## config.mk

```make
export PLATFORM = sky130hd
export DESIGN_NAME = window_cmp_seq
export DESIGN_NICKNAME = d
export VERILOG_FILES = /design/src/rtl/wcs_pkg.sv /design/src/rtl/wcs_frame_tx.sv /design/src/rtl/wcs_gap_timer.sv /design/src/rtl/wcs_classify.sv /design/src/rtl/window_cmp_seq.sv
export SDC_FILE = /design/constraint.sdc
export NUM_CORES = 1
export LEC_CHECK = 0
export ABC_AREA = 1
export BUFFER_PORTS_ARGS = -buffer_cell sky130_fd_sc_hd__clkbuf_2
export CELL_PAD_IN_SITES_DETAIL_PLACEMENT = 1
export CELL_PAD_IN_SITES_GLOBAL_PLACEMENT = 2
export CORE_UTILIZATION = 29
export DETAILED_ROUTE_END_ITERATION = 8
export PLACE_DENSITY_LB_ADDON = 0.1
export SYNTH_ARGS = -nofsm -noshare
export SYNTH_HDL_FRONTEND = slang
export SYNTH_SLANG_ARGS = --single-unit
```

## constraint.sdc

```tcl
create_clock -name clk -period 1.2 [get_ports clk]
set_input_delay 0.06 -clock clk [delete_from_list [all_inputs] [get_ports clk]]
set_output_delay 0.06 -clock clk [all_outputs]
set_load 0.01 [all_outputs]
```

## src/rtl/wcs_pkg.sv

```systemverilog
`timescale 1ns/1ps
package wcs_pkg;
   typedef enum logic [1:0] {
      ST_IDLE  = 2'd0,
      ST_FRAME = 2'd1,
      ST_GAP   = 2'd2
   } seq_state_e;

   localparam logic [1:0] ZONE_BELOW  = 2'b00;
   localparam logic [1:0] ZONE_INSIDE = 2'b01;
   localparam logic [1:0] ZONE_ABOVE  = 2'b10;
   localparam logic [1:0] ZONE_SPLIT  = 2'b11;
endpackage

```

## src/rtl/wcs_frame_tx.sv

```systemverilog
`timescale 1ns/1ps
module wcs_frame_tx #(
   parameter int MODE_W       = 3,
   parameter int LIM_W        = 8,
   parameter int SETTLE_EXTRA = 0
) (
   input  logic              clk,
   input  logic              rst_n,
   input  logic              load_i,
   input  logic [MODE_W-1:0] mode_i,
   input  logic [LIM_W-1:0]  lim_i,
   output logic              sdi_o,
   output logic              sample_o
);
   localparam int FRAME_LEN   = 1 + MODE_W + LIM_W;
   localparam int SAMPLE_TICK = FRAME_LEN + 1 + SETTLE_EXTRA;
   localparam int TICK_W      = $clog2(SAMPLE_TICK + 1);

   logic [FRAME_LEN-1:0] frame_w;
   logic [FRAME_LEN-1:0] sr_q;
   logic [TICK_W-1:0]    tick_q;
   logic                 active_q;

   // bit 0 goes out first: marker, selection word high bit first, limit low bit first
   assign frame_w[0] = 1'b1;
   generate
      for (genvar i = 0; i < MODE_W; i++) begin : g_mode
         assign frame_w[1+i] = mode_i[MODE_W-1-i];
      end
      for (genvar j = 0; j < LIM_W; j++) begin : g_lim
         assign frame_w[1+MODE_W+j] = lim_i[j];
      end
   endgenerate

   assign sample_o = active_q && (tick_q == TICK_W'(SAMPLE_TICK));
   assign sdi_o    = sr_q[0];

   always_ff @(posedge clk or negedge rst_n) begin
      if (!rst_n) begin
         sr_q     <= '0;
         tick_q   <= '0;
         active_q <= 1'b0;
      end else if (load_i) begin
         sr_q     <= frame_w;
         tick_q   <= '0;
         active_q <= 1'b1;
      end else if (active_q) begin
         sr_q <= sr_q >> 1;
         if (sample_o) begin
            active_q <= 1'b0;
            tick_q   <= '0;
         end else begin
            tick_q <= tick_q + 1'b1;
         end
      end
   end

   assert_one_bit_per_clock_R2: assert property (@(posedge clk) disable iff (!rst_n)
      (active_q && !sample_o && !load_i) |=> (tick_q == $past(tick_q) + 1'b1));

   assert_no_reload_in_flight_R8: assert property (@(posedge clk) disable iff (!rst_n)
      load_i |-> !active_q);

   assert_sample_after_settle_R4: assert property (@(posedge clk) disable iff (!rst_n)
      sample_o |-> (tick_q > TICK_W'(FRAME_LEN)));
endmodule

```

## src/rtl/wcs_gap_timer.sv

```systemverilog
`timescale 1ns/1ps
module wcs_gap_timer #(
   parameter int GAP_CLKS = 2
) (
   input  logic clk,
   input  logic rst_n,
   input  logic arm_i,
   output logic expire_o
);
   localparam int GAP_W = $clog2(GAP_CLKS + 1);

   logic [GAP_W-1:0] cnt_q;
   logic             run_q;

   assign expire_o = run_q && (cnt_q == GAP_W'(GAP_CLKS - 1));

   always_ff @(posedge clk or negedge rst_n) begin
      if (!rst_n) begin
         cnt_q <= '0;
         run_q <= 1'b0;
      end else if (arm_i) begin
         cnt_q <= '0;
         run_q <= 1'b1;
      end else if (run_q) begin
         if (expire_o) begin
            run_q <= 1'b0;
            cnt_q <= '0;
         end else begin
            cnt_q <= cnt_q + 1'b1;
         end
      end
   end

   assert_gap_bound_R5: assert property (@(posedge clk) disable iff (!rst_n)
      run_q |-> (cnt_q < GAP_W'(GAP_CLKS)));
endmodule

```

## src/rtl/wcs_classify.sv

```systemverilog
`timescale 1ns/1ps
module wcs_classify (
   input  logic       lo_hit_i,
   input  logic       hi_hit_i,
   output logic [1:0] zone_o
);
   always_comb begin
      unique case ({lo_hit_i, hi_hit_i})
         2'b00:   zone_o = wcs_pkg::ZONE_BELOW;
         2'b10:   zone_o = wcs_pkg::ZONE_INSIDE;
         2'b11:   zone_o = wcs_pkg::ZONE_ABOVE;
         default: zone_o = wcs_pkg::ZONE_SPLIT;
      endcase
   end
endmodule

```

## src/rtl/window_cmp_seq.sv

```systemverilog
`timescale 1ns/1ps
module window_cmp_seq #(
   parameter int MODE_W       = 3,
   parameter int LIM_W        = 8,
   parameter int GAP_CLKS     = 2,
   parameter int SETTLE_EXTRA = 0
) (
   input  logic              clk,
   input  logic              rst_n,
   input  logic              start_i,
   input  logic [MODE_W-1:0] mode_i,
   input  logic [LIM_W-1:0]  lo_lim_i,
   input  logic [LIM_W-1:0]  hi_lim_i,
   output logic              cs_n_o,
   output logic              sdi_o,
   input  logic              sdo_i,
   output logic              busy_o,
   output logic              done_o,
   output logic [1:0]        zone_o
);
   import wcs_pkg::*;

   generate
      if (GAP_CLKS < 1) begin : g_bad_gap
         $error("GAP_CLKS must be at least 1");
      end
      if (MODE_W < 1 || LIM_W < 1) begin : g_bad_width
         $error("MODE_W and LIM_W must be positive");
      end
      if (SETTLE_EXTRA < 0) begin : g_bad_settle
         $error("SETTLE_EXTRA must not be negative");
      end
   endgenerate

   seq_state_e        state_q;
   logic              phase_q;
   logic              lo_res_q;
   logic [MODE_W-1:0] mode_q;
   logic [LIM_W-1:0]  hi_q;
   logic              cs_n_q;
   logic              done_q;
   logic [1:0]        zone_q;

   logic              load_w;
   logic              sample_w;
   logic              arm_w;
   logic              gap_exp_w;
   logic [MODE_W-1:0] mode_sel_w;
   logic [LIM_W-1:0]  lim_sel_w;
   logic [1:0]        zone_w;

   assign load_w     = ((state_q == ST_IDLE) && start_i) || ((state_q == ST_GAP) && gap_exp_w);
   assign mode_sel_w = (state_q == ST_IDLE) ? mode_i   : mode_q;
   assign lim_sel_w  = (state_q == ST_IDLE) ? lo_lim_i : hi_q;
   assign arm_w      = (state_q == ST_FRAME) && sample_w && !phase_q;

   wcs_frame_tx #(
      .MODE_W      (MODE_W),
      .LIM_W       (LIM_W),
      .SETTLE_EXTRA(SETTLE_EXTRA)
   ) i_tx (
      .clk     (clk),
      .rst_n   (rst_n),
      .load_i  (load_w),
      .mode_i  (mode_sel_w),
      .lim_i   (lim_sel_w),
      .sdi_o   (sdi_o),
      .sample_o(sample_w)
   );

   wcs_gap_timer #(.GAP_CLKS(GAP_CLKS)) i_gap (
      .clk     (clk),
      .rst_n   (rst_n),
      .arm_i   (arm_w),
      .expire_o(gap_exp_w)
   );

   wcs_classify i_cls (
      .lo_hit_i(lo_res_q),
      .hi_hit_i(sdo_i),
      .zone_o  (zone_w)
   );

   always_ff @(posedge clk or negedge rst_n) begin
      if (!rst_n) begin
         state_q  <= ST_IDLE;
         phase_q  <= 1'b0;
         lo_res_q <= 1'b0;
         mode_q   <= '0;
         hi_q     <= '0;
         cs_n_q   <= 1'b1;
         done_q   <= 1'b0;
         zone_q   <= ZONE_BELOW;
      end else begin
         done_q <= 1'b0;
         unique case (state_q)
            ST_IDLE: begin
               if (start_i) begin
                  mode_q  <= mode_i;
                  hi_q    <= hi_lim_i;
                  cs_n_q  <= 1'b0;
                  phase_q <= 1'b0;
                  state_q <= ST_FRAME;
               end
            end
            ST_FRAME: begin
               if (sample_w) begin
                  cs_n_q <= 1'b1;
                  if (!phase_q) begin
                     lo_res_q <= sdo_i;
                     state_q  <= ST_GAP;
                  end else begin
                     zone_q  <= zone_w;
                     done_q  <= 1'b1;
                     state_q <= ST_IDLE;
                  end
               end
            end
            ST_GAP: begin
               if (gap_exp_w) begin
                  cs_n_q  <= 1'b0;
                  phase_q <= 1'b1;
                  state_q <= ST_FRAME;
               end
            end
            default: state_q <= ST_IDLE;
         endcase
      end
   end

   assign cs_n_o = cs_n_q;
   assign done_o = done_q;
   assign zone_o = zone_q;
   assign busy_o = (state_q != ST_IDLE);

   assert_done_single_R7: assert property (@(posedge clk) disable iff (!rst_n)
      done_o |=> !done_o);

   assert_zone_hold_R7: assert property (@(posedge clk) disable iff (!rst_n)
      !done_o |-> $stable(zone_o));

   assert_sdi_quiet_R10: assert property (@(posedge clk) disable iff (!rst_n)
      cs_n_o |-> !sdi_o);

   assert_cs_low_in_frame_R3: assert property (@(posedge clk) disable iff (!rst_n)
      (state_q == ST_FRAME) |-> !cs_n_o);

   assert_busy_during_gap_R5: assert property (@(posedge clk) disable iff (!rst_n)
      (state_q == ST_GAP) |-> (cs_n_o && busy_o));
endmodule

```

==> results of run 1 <==
==> stage by stage <==
stage	setup WS, ns	hold WS, ns	cells	utilization	instance area [um^2]
after floorplan	0.003789	-0.2356	238	-	1914
after global placement	-0.1158	-0.02030	359	0.3659	2323
after detailed placement	-0.1045	-0.01969	359	0.3659	2323
after CTS	-0.05730	0.00009467	386	0.4278	2716
after global routing	-0.1557	0.01703	387	0.4426	2810
final	-0.07286	0.005484	387	0.4426	2810
==> kinds of logic (layout without fill, tap and decap cells) <==
kind of cell,after synthesis,count (layout)
DFF,39,39
xor gates and xnor gates,1,1
and+or+nand+nor,149,150
adders and majority gates,4,4
buffers and inverters,30,101
AOI/OAI and AO/OA,15,15
==> metal layers <==
metal	vias up	GRT usage
met4	0	0.03762
li1	911	-
met1	880	0.2339
met2	22	0.2727
met5	-	0
met3	5	0.03280
==> how the worst max path moves through the flow <==
stage / startpoint / end / slack [ns] / cells past startpoint
2_1_floorplan: i_tx.tick_q[1] / zone_o[0] / 0.004 / 8
3_3_place_gp: i_tx.tick_q[1] / zone_o[0] / -0.12 / 8
3_5_place_dp: i_tx.tick_q[1] / zone_o[0] / -0.10 / 8
4_1_cts: state_q[1] / busy_o / -0.06 / 4
5_1_grt: i_tx.tick_q[1] / i_gap.cnt_q[1] / -0.16 / 7
6_report: state_q[1] / busy_o / -0.07 / 4
==> state kept, by name, summed over array words and instances, names as in the netlist, 2 cells and up <==
signal	cells
i_tx.sr_q	12
hi_q	8
i_tx.tick_q	4
mode_q	3
i_gap.cnt_q	2
state_q	2
zone_o	2
==> power groups by stage <==
stage	logic, mW	clock network [mW]	registers, mW
2_1_floorplan	1.40	0	2.14
3_3_place_gp	2.34	0	2.17
3_5_place_dp	2.40	0	2.18
4_1_cts	2.90	0.898	2.17
5_1_grt	3.51	0.944	2.25
6_report	3.11	0.868	2.18
==> critical path: stages, from the launching register on <==
cell and delay [ns]:
dfrtp_1 0.42, nor2_4 0.19, buf_6 0.16, inv_6 0.04
buf_6 0.11
==> timing repair <==
action | 4_1_cts | 5_1_grt
hold endpoints to repair | 37 | 0
buffers inserted | 8 | 2
gates cloned | 3 | 0
endpoints found under the setup margin | 35 | 37
resized for setup | 36 | 29
hold buffers | 9 | 0
pin swaps | 11 | 6
==> placed cells by master (no fill, tap or decap) <==
| cell type | netlist | layout |
|---|---|---|
| a21oi_1 | 1 | 1 |
| nor3_1 | 1 | 1 |
| dlygate4sd3_1 | 0 | 9 |
| ha_2 | 0 | 1 |
| buf_4 | 0 | 22 |
| ha_1 | 4 | 3 |
| buf_6 | 2 | 10 |
| nand2_1 | 90 | 76 |
| o21ai_0 | 13 | 8 |
| inv_1 | 18 | 17 |
| nand2_2 | 1 | 10 |
| nor2_1 | 15 | 6 |
| nand3_2 | 0 | 2 |
| nand4_1 | 21 | 21 |
| o2111ai_1 | 1 | 1 |
| dfrtp_2 | 0 | 1 |
| xor2_2 | 0 | 1 |
| buf_16 | 0 | 1 |
| buf_12 | 0 | 4 |
| clkinv_2 | 0 | 1 |
| nand2_8 | 0 | 1 |
| clkbuf_1 | 2 | 2 |
| nand3b_1 | 1 | 1 |
| inv_6 | 0 | 1 |
| dfstp_2 | 1 | 1 |
| nand3_1 | 16 | 14 |
| nor2_4 | 1 | 5 |
| o21ai_2 | 0 | 5 |
| inv_2 | 2 | 2 |
| dfrtp_1 | 38 | 37 |
| clkbuf_2 | 0 | 27 |
| clkbuf_8 | 0 | 5 |
| nand2_4 | 2 | 7 |
| nor2_2 | 1 | 6 |
==> cell type report <==
| cell class | count | area, um^2 | area share |
|---|---|---|---|
| clock buffers | 7 | 76.32 | 0.02716 |
| clock inverters | 1 | 5.005 | 0.001781 |
| inverters | 20 | 80.08 | 0.02850 |
| multi-input cells | 170 | 963.4 | 0.3428 |
| flip-flops and latches | 39 | 978.4 | 0.3482 |
| well taps | 77 | 96.34 | 0.03428 |
| repair buffers | 73 | 610.6 | 0.2173 |
==> results.json, run 1 <==
{
  "vias_per_cell": 4.698,
  "p_per_area_nw_per_um2": 2190,
  "yosysTopAreaCellShare": 0.4967,
  "yosysWarnings": 0,
  "worst_slew_pin_slew_ns": 0.3402,
  "holdPathStages": 3,
  "yosys-top-cells-area": "dfrtp_1 50%, nand2_1 18%, nand4_1 6.9%",
  "rr_startpoint": "state_q[1]",
  "areaGrowthSynthToFinish_pct": 46.80,
  "slew_headroom": 0.7732,
  "clkTransAtPathRegs_ns": 0.08,
  "fin_crit_sh": 1.061,
  "drt_pass1_iterations": 4,
  "drive_gt1_frac": 0.3645,
  "critPathArrivalTime_ns": 1.21,
  "grt_pass1_vias": 1938,
  "power_frac_seq": 0.353,
  "drt_wl_total_mm": 5.365,
  "drc": 0,
  "ant_nets": 0,
  "clockPowerShare": 0.141,
  "hpwl_mm": 3.762,
  "drv_cap": 0,
  "num-fill-cells": 754,
  "crit_type": "register to primary output",
  "synth_top_family_by_area": "simple AND/OR/NAND/NOR gates",
  "synthFlopType": "dfrtp_1",
  "wl_per_cell_um": 13.86,
  "cts_max_path_buffers": 2,
  "p_leak_nw": 1.449,
  "synthSimpleGateAreaFrac": 0.3471,
  "hold_viol": 0,
  "synth_xor_area_frac": 0.004575,
  "worstHoldStart": "mode_i[0]",
  "fin_skew_ns": 0.005200,
  "dr_wl_met3_um": 121,
  "avgSynthCellArea_um2": 8.043,
  "report.final.slew_viol_count": 0,
  "grt_pass1_wl_mm": 9.356,
  "timing.fmax_mhz": 785.6,
  "die_w_um": 83.25,
  "yosys.area_share.adder": 0.02614,
  "synth_edf_count": 0,
  "syn-instance-count": 238,
  "routed.top_layer": "met4",
  "fin_ws_ns": -0.07286,
  "synth-compound-area-share": 0.04118,
  "via_count": 1818,
  "die_height_um": 83.25,
  "clock_latency_ns": 0.29,
  "final_nets": 336,
  "syn_area_um2": 1914,
  "p_int_mw": 3.707,
  "m1WireLength_mm": 2.642,
  "status": "finished with violations",
  "peakVddDrop_uv": 934.9,
  "diodes": 0,
  "yosysTopAreaCell": "dfrtp_1",
  "min_to": "mode_q[0]",
  "synth_mux_area_frac": 0,
  "rows": 29,
  "gp_congestion": 0.7404,
  "cp_max_fo": 7,
  "combPwrFrac": 0.505,
  "synth_seq_cells": 39,
  "first_iter_violations": 15,
  "worstHoldPathType": "input pin to register",
  "swShare": 0.3977,
  "synthArstFlopShare": 1.000,
  "io_buffers": 28,
  "worstPathRequired_ns": 1.14,
  "fp.dieArea_um2": 6930,
  "overflow": 0,
  "reg2reg_slack_ns": -0.07,
  "reg2regPathDepth": 7,
  "cts_tree": "done",
  "p_sw_mw": 2.448,
  "reg2reg_to": "i_tx.tick_q[1]",
  "rsz0062_at_grt": "true",
  "finalPower_mw": 6.155,
  "dr_wl_met2_mm": 2.550,
  "pin_count": 29,
  "setup_tns_ns": -0.9929,
  "start_kind": "register",
  "root_buffer": "clkbuf_8",
  "synthesis.nets": 265,
  "start_util": 0.3015,
  "ys_types": 22,
  "numClockSinks": 39,
  "cts_max_level": 2,
  "min_period_ns": 1.273,
  "seq_area_frac_synth": 0.5105,
  "core_area_um2": 6350,
  "yosysMostFrequentCell": "nand2_1",
  "groute.usage.overall": 0.1687,
  "setup_violations": 26,
  "end_kind": "primary output",
  "numCtsBuffers": 5,
  "violations": "negative setup slack",
  "grt_max_degree": 21,
  "antenna_found_initial": 0,
  "synthTopCellsByCount": "90 x nand2_1, 38 x dfrtp_1, 21 x nand4_1"
}
Note: power is estimated with default switching activity, not from simulation.
==> run 2, diff against run 1 <==
GPL_TIMING_DRIVEN = 0   (was not set)
PLACE_DENSITY_LB_ADDON = 0.25   (was 0.1)
==> run 2 against run 1 <==
  * The run ends with negative hold slack, negative setup slack left
  * Count of clock-buffer cells in the layout rose by 1
  * Sequential power about the same
  * Wire length fell by 2.7%
  * First-iteration DRC count increased to 4.5 times the previous value
  * Critical path depth increased by 3
  * Via count shrank 1.3%
  * Hold slack worse by 0.074 ns
  * Global-route usage shrank 0.46 points
  * Clock skew rose by 0.0012 ns
  * Register-to-register slack worse by 0.02 ns
  * Clock power up 13%
==> results.json, run 2 (synthesized netlist as in run 1, its figures left out) <==
{
  "status": "finished with violations",
  "violations": "negative hold slack, negative setup slack",
  "drt_wl_total_mm": 5.219,
  "first_iter_violations": 67,
  "end_kind": "register",
  "fp.dieArea_um2": 6930,
  "num-fill-cells": 762,
  "slew_headroom": 0.3217,
  "dp.cells": 343,
  "fin_ws_ns": -0.09265,
  "finalPower_mw": 6.058,
  "swShare": 0.3900,
  "critPathBufInv": 3,
  "grt_pass1_vias": 1890,
  "fin_skew_ns": 0.006365,
  "p_int_mw": 3.695,
  "critPathArrivalTime_ns": 1.52,
  "cts_max_level": 2,
  "min_period_ns": 1.293,
  "slowest_stage": "dfrtp_1",
  "via_count": 1795,
  "combPwrFrac": 0.476,
  "numClockSinks": 39,
  "rows": 29,
  "clock_latency_ns": 0.28,
  "worstHoldPathType": "input pin to async pin",
  "gp_congestion": 0.7291,
  "timing.fmax_mhz": 773.6,
  "grt_max_degree": 40,
  "cts_tree": "done",
  "vias_per_cell": 4.749,
  "crit_family": "simple AND/OR/NAND/NOR gates",
  "diodes": 0,
  "hpwl_mm": 3.402,
  "die_w_um": 83.25,
  "overflow": 0,
  "drt_pass1_iterations": 5,
  "final_nets": 327,
  "antenna_found_initial": 0,
  "root_buffer": "clkbuf_8",
  "groute.usage.overall": 0.1642,
  "cp_common_cell": "inv_1",
  "ant_nets": 0,
  "io_buffers": 28,
  "worstPathRequired_ns": 1.43,
  "final_cell_mix": "82 x nand2_1, 36 x dfrtp_1, 29 x clkbuf_2, 21 x nand4_1, 16 x inv_1",
  "worst_slew_pin_slew_ns": 1.017,
  "rsz0062_at_grt": "true",
  "fin_crit_sh": 1.077,
  "cp_max_fo": 3,
  "hold_viol": 38,
  "final_cells": 378,
  "areaGrowthSynthToFinish_pct": 41.44,
  "report.final.slew_viol_count": 0,
  "clockPowerShare": 0.162,
  "crit_type": "register to register",
  "setup_violations": 30,
  "power_frac_seq": 0.363,
  "drive_gt1_frac": 0.3123,
  "peakVddDrop_uv": 748.9,
  "largest_reg_flops": 12,
  "core_area_um2": 6350,
  "drv_cap": 0,
  "crit_chain": "inv_1 -> nor2_2 -> inv_1 -> nor2_4 -> buf_4 -> nand3_1 -> nand2_1",
  "regMostFlops": "i_tx.sr_q",
  "p_per_area_nw_per_um2": 2237,
  "cts_max_path_buffers": 2,
  "critical-path-max-stage-delay_ns": 0.43,
  "whs_ns": -0.06836,
  "start_kind": "register",
  "clkTransAtPathRegs_ns": 0.08,
  "multi_input_area_um2": 915.9,
  "p_sw_mw": 2.363,
  "final_common_cell": "nand2_1",
  "grt_pass1_wl_mm": 9.114,
  "die_height_um": 83.25,
  "seq_area_um2": 979.7,
  "pin_count": 29,
  "wl_per_cell_um": 13.81,
  "p_leak_nw": 1.383,
  "start_util": 0.3015,
  "reg_top3": "i_tx.sr_q x12, hi_q x8, i_tx.tick_q x4",
  "numCtsBuffers": 5,
  "drc": 0
}
run 2: cell count changes in the layout (fill, tap and decap cells not counted), sizes merged:
cell / change
clkinv: -1
buf: -11
nand2: -1
clkbuf: +4
run 2: layout make-up:
type                       count  area share
sequential                    39      0.3618
multi-input combinational    169      0.3383
timing repair buffer          55      0.1590
clock buffer                   8     0.03697
buffer                        10     0.03604
tap                           77     0.03558
inverter                      20     0.03235
run 2: repair_timing:
item                                   in CTS  in global routing
setup endpoints to repair                  40                 40
setup buffers                              10                  5
endpoints found under the hold margin      47                  0
hold buffers                                9                  0
cloned                                      2                  1
pin swaps                                   5                  6
resized for setup                          37                 22
run 2: power groups by stage:
stage / combinational (mW) / clock, mW / sequential (mW)
global placement: 1.94 / 0 / 2.18
floorplan: 1.40 / 0 / 2.14
detailed placement: 1.98 / 0 / 2.20
CTS: 2.55 / 1.03 / 2.16
global route: 3.26 / 1.08 / 2.27
finish: 2.88 / 0.979 / 2.20
run 2: path summary, 6_finish.rpt:
check | from | slack, ns | depth (start not counted) | to
worst min-delay path | rst_n | -0.07 | 1 | zone_o[0]
worst min register to register | cs_n_o | 0.47 | 2 | cs_n_o
min in group clk | mode_i[0] | 0.01 | 3 | mode_q[0]
worst max register to register | state_q[0] | -0.09 | 7 | lo_res_q
worst max-delay path | state_q[0] | -0.09 | 7 | lo_res_q
max in group asynchronous | rst_n | 0.57 | 1 | state_q[1]
run 2: stage by stage:
step | util | instance area [um^2] | TNS, ns | setup slack, ns
5_1_grt | 0.4264 | 2708 | -4.244 | -0.1876
2_1_floorplan | - | 1914 | 0 | 0.003789
3_3_place_gp | 0.3387 | 2151 | -4.763 | -0.2230
3_5_place_dp | 0.3387 | 2151 | -5.544 | -0.2281
4_1_cts | 0.4045 | 2569 | -1.695 | -0.08569
6_report | 0.4264 | 2708 | -1.373 | -0.09265
run 2: routing by layer:
layer,GRT usage,share of wire,vias to the layer above
met5,0,0,-
met4,0.04545,0.0092,0
met3,0.02485,0.019,5
met2,0.2623,0.48,23
met1,0.2309,0.49,873
li1,-,-,894
run 2: worst register-to-register path: stages (launching register included):
cell and delay (ns):
dfrtp_1 0.43, inv_1 0.12, nor2_2 0.17, inv_1 0.11, nor2_4 0.16, buf_4 0.13
nand3_1 0.06, nand2_1 0.07
==> run 3, diff against run 2 <==
BUFFER_PORTS_ARGS = not set   (was -buffer_cell sky130_fd_sc_hd__clkbuf_2)
CORE_UTILIZATION = 33   (was 29)
DONT_BUFFER_PORTS = 1   (was not set)
==> run 3 against run 2 <==
  * The flow finishes with violations (negative setup slack)
  * Setup slack better by 0.010 ns
  * Total power down 2.8%
  * Register-to-register slack about the same
  * Critical path depth down 2
  * Global-route usage up 1.4 points
  * Critical path type unchanged
==> results.json, run 3 (synthesized netlist as in run 1, its figures left out) <==
{
  "status": "finished with violations",
  "violations": "negative setup slack",
  "p_leak_nw": 1.274,
  "report.final.slew_viol_count": 0,
  "numClockSinks": 39,
  "cts_tree": "done",
  "groute.usage.overall": 0.1779,
  "hpwl_mm": 3.179,
  "finalPower_mw": 5.889,
  "diodes": 0,
  "reg_top3": "i_tx.sr_q x12, hi_q x8, i_tx.tick_q x4",
  "gp_congestion": 0.7403,
  "pre_cts_ws_ns": -0.2341,
  "critical-path-max-stage-delay_ns": 0.43,
  "whs_ns": 0.007171,
  "core_area_um2": 5540,
  "end_kind": "register",
  "cts_max_level": 2,
  "min_period_ns": 1.282,
  "worstPathRequired_ns": 1.37,
  "fin_skew_ns": 0.005280,
  "die_w_um": 78.17,
  "slew_headroom": 0.7975,
  "grt_max_degree": 40,
  "crit_chain": "nor2_4 -> buf_4 -> o21ai_0 -> nand2_1 -> nand3_1",
  "dp.cells": 310,
  "utilization": 0.4679,
  "rr_startpoint": "state_q[1]",
  "io_buffers": 0,
  "drv_cap": 0,
  "clock_latency_ns": 0.29,
  "worstHoldPathType": "input pin to register",
  "rsz0062_at_grt": "true",
  "die_height_um": 78.17,
  "fp.dieArea_um2": 6110,
  "fin_ws_ns": -0.08231,
  "clkTransAtPathRegs_ns": 0.08,
  "rows": 27,
  "antenna_found_initial": 0,
  "drc": 0,
  "slowest_stage": "dfrtp_1",
  "final_cell_mix": "74 x nand2_1, 36 x dfrtp_1, 21 x nand4_1, 16 x inv_1, 15 x nand2_2",
  "wl_per_cell_um": 14.47,
  "peakVddDrop_uv": 1069,
  "drt_pass1_iterations": 4,
  "final_cells": 348,
  "final_common_cell": "nand2_1",
  "first_iter_violations": 47,
  "root_buffer": "clkbuf_8",
  "cts_max_path_buffers": 2,
  "hold_viol": 0,
  "p_per_area_nw_per_um2": 2272,
  "reg2regPathDepth": 5,
  "min_to": "i_tx.sr_q[9]",
  "num-fill-cells": 676,
  "drt_wl_total_mm": 5.036,
  "cp_max_fo": 10,
  "overflow": 0,
  "fin_crit_sh": 1.069,
  "final_nets": 302,
  "grt_pass1_vias": 1783,
  "fin_area_um2": 2592,
  "setup_tns_ns": -0.8019,
  "start_util": 0.3455,
  "pin_count": 29,
  "grt_pass1_wl_mm": 8.452,
  "setup_violations": 25,
  "critical_path_depth": 5,
  "critPathBufInv": 1,
  "via_count": 1689,
  "vias_per_cell": 4.853,
  "crit_type": "register to register",
  "areaGrowthSynthToFinish_pct": 35.43,
  "reg2reg_slack_ns": -0.08,
  "worst_slew_pin_slew_ns": 0.3006,
  "timing.fmax_mhz": 779.8,
  "start_kind": "register",
  "crit_family": "flip-flops",
  "critPathArrivalTime_ns": 1.46,
  "regMostFlops": "i_tx.sr_q",
  "dpl-instance-area_um2": 2004,
  "worstHoldStart": "lo_lim_i[5]",
  "largest_reg_flops": 12,
  "reg2reg_to": "i_tx.sr_q[1]",
  "drive_gt1_frac": 0.2681,
  "holdPathStages": 4,
  "numCtsBuffers": 5,
  "ant_nets": 0
}
[run 3: area by class of cell]
type | instances | area [um^2] | area share
buffer | 10 | 90.09 | 0.03475
clock buffer | 6 | 82.58 | 0.03185
clock inverter | 2 | 35.03 | 0.01351
inverter | 20 | 80.08 | 0.03089
multi-input combinational | 169 | 933.4 | 0.3600
sequential | 39 | 979.7 | 0.3779
tap | 72 | 90.09 | 0.03475
timing repair buffer | 30 | 301.5 | 0.1163
[run 3: where the power goes]
part	internal, mW	switching (mW)
Combinational	1.06	1.45
Clock	0.673	0.475
Sequential	1.85	0.385
[run 3: metal layers]
| metal | global-route usage | part of all wire |
|---|---|---|
| met5 | 0 | 0 |
| met3 | 0.03953 | 0.027 |
| met1 | 0.2378 | 0.47 |
| met2 | 0.2912 | 0.49 |
| met4 | 0.04444 | 0.0099 |
[run 3: repair_timing]
item	4_1_cts	5_1_grt
endpoints found under the hold margin	52	0
buffers inserted	8	5
endpoints found under the setup margin	40	37
pin swaps	4	8
resized for setup	24	40
hold buffers	15	0
gates cloned	1	1
[run 3: worst max-delay path by stage]
stage | start | endpoint | slack (ns)
2_1_floorplan | i_tx.tick_q[1] | zone_o[0] | 0.004
3_3_place_gp | i_tx.tick_q[0] | zone_o[0] | -0.23
3_5_place_dp | state_q[0] | i_tx.sr_q[1] | -0.23
4_1_cts | state_q[0] | i_tx.sr_q[1] | -0.08
5_1_grt | state_q[1] | i_tx.sr_q[6] | -0.17
6_report | state_q[1] | i_tx.sr_q[1] | -0.08
[run 3: tightest hold or removal path, delay by kind of cell]
kind | cells | cell delay [ns]
simple gates | 4 | 0.20
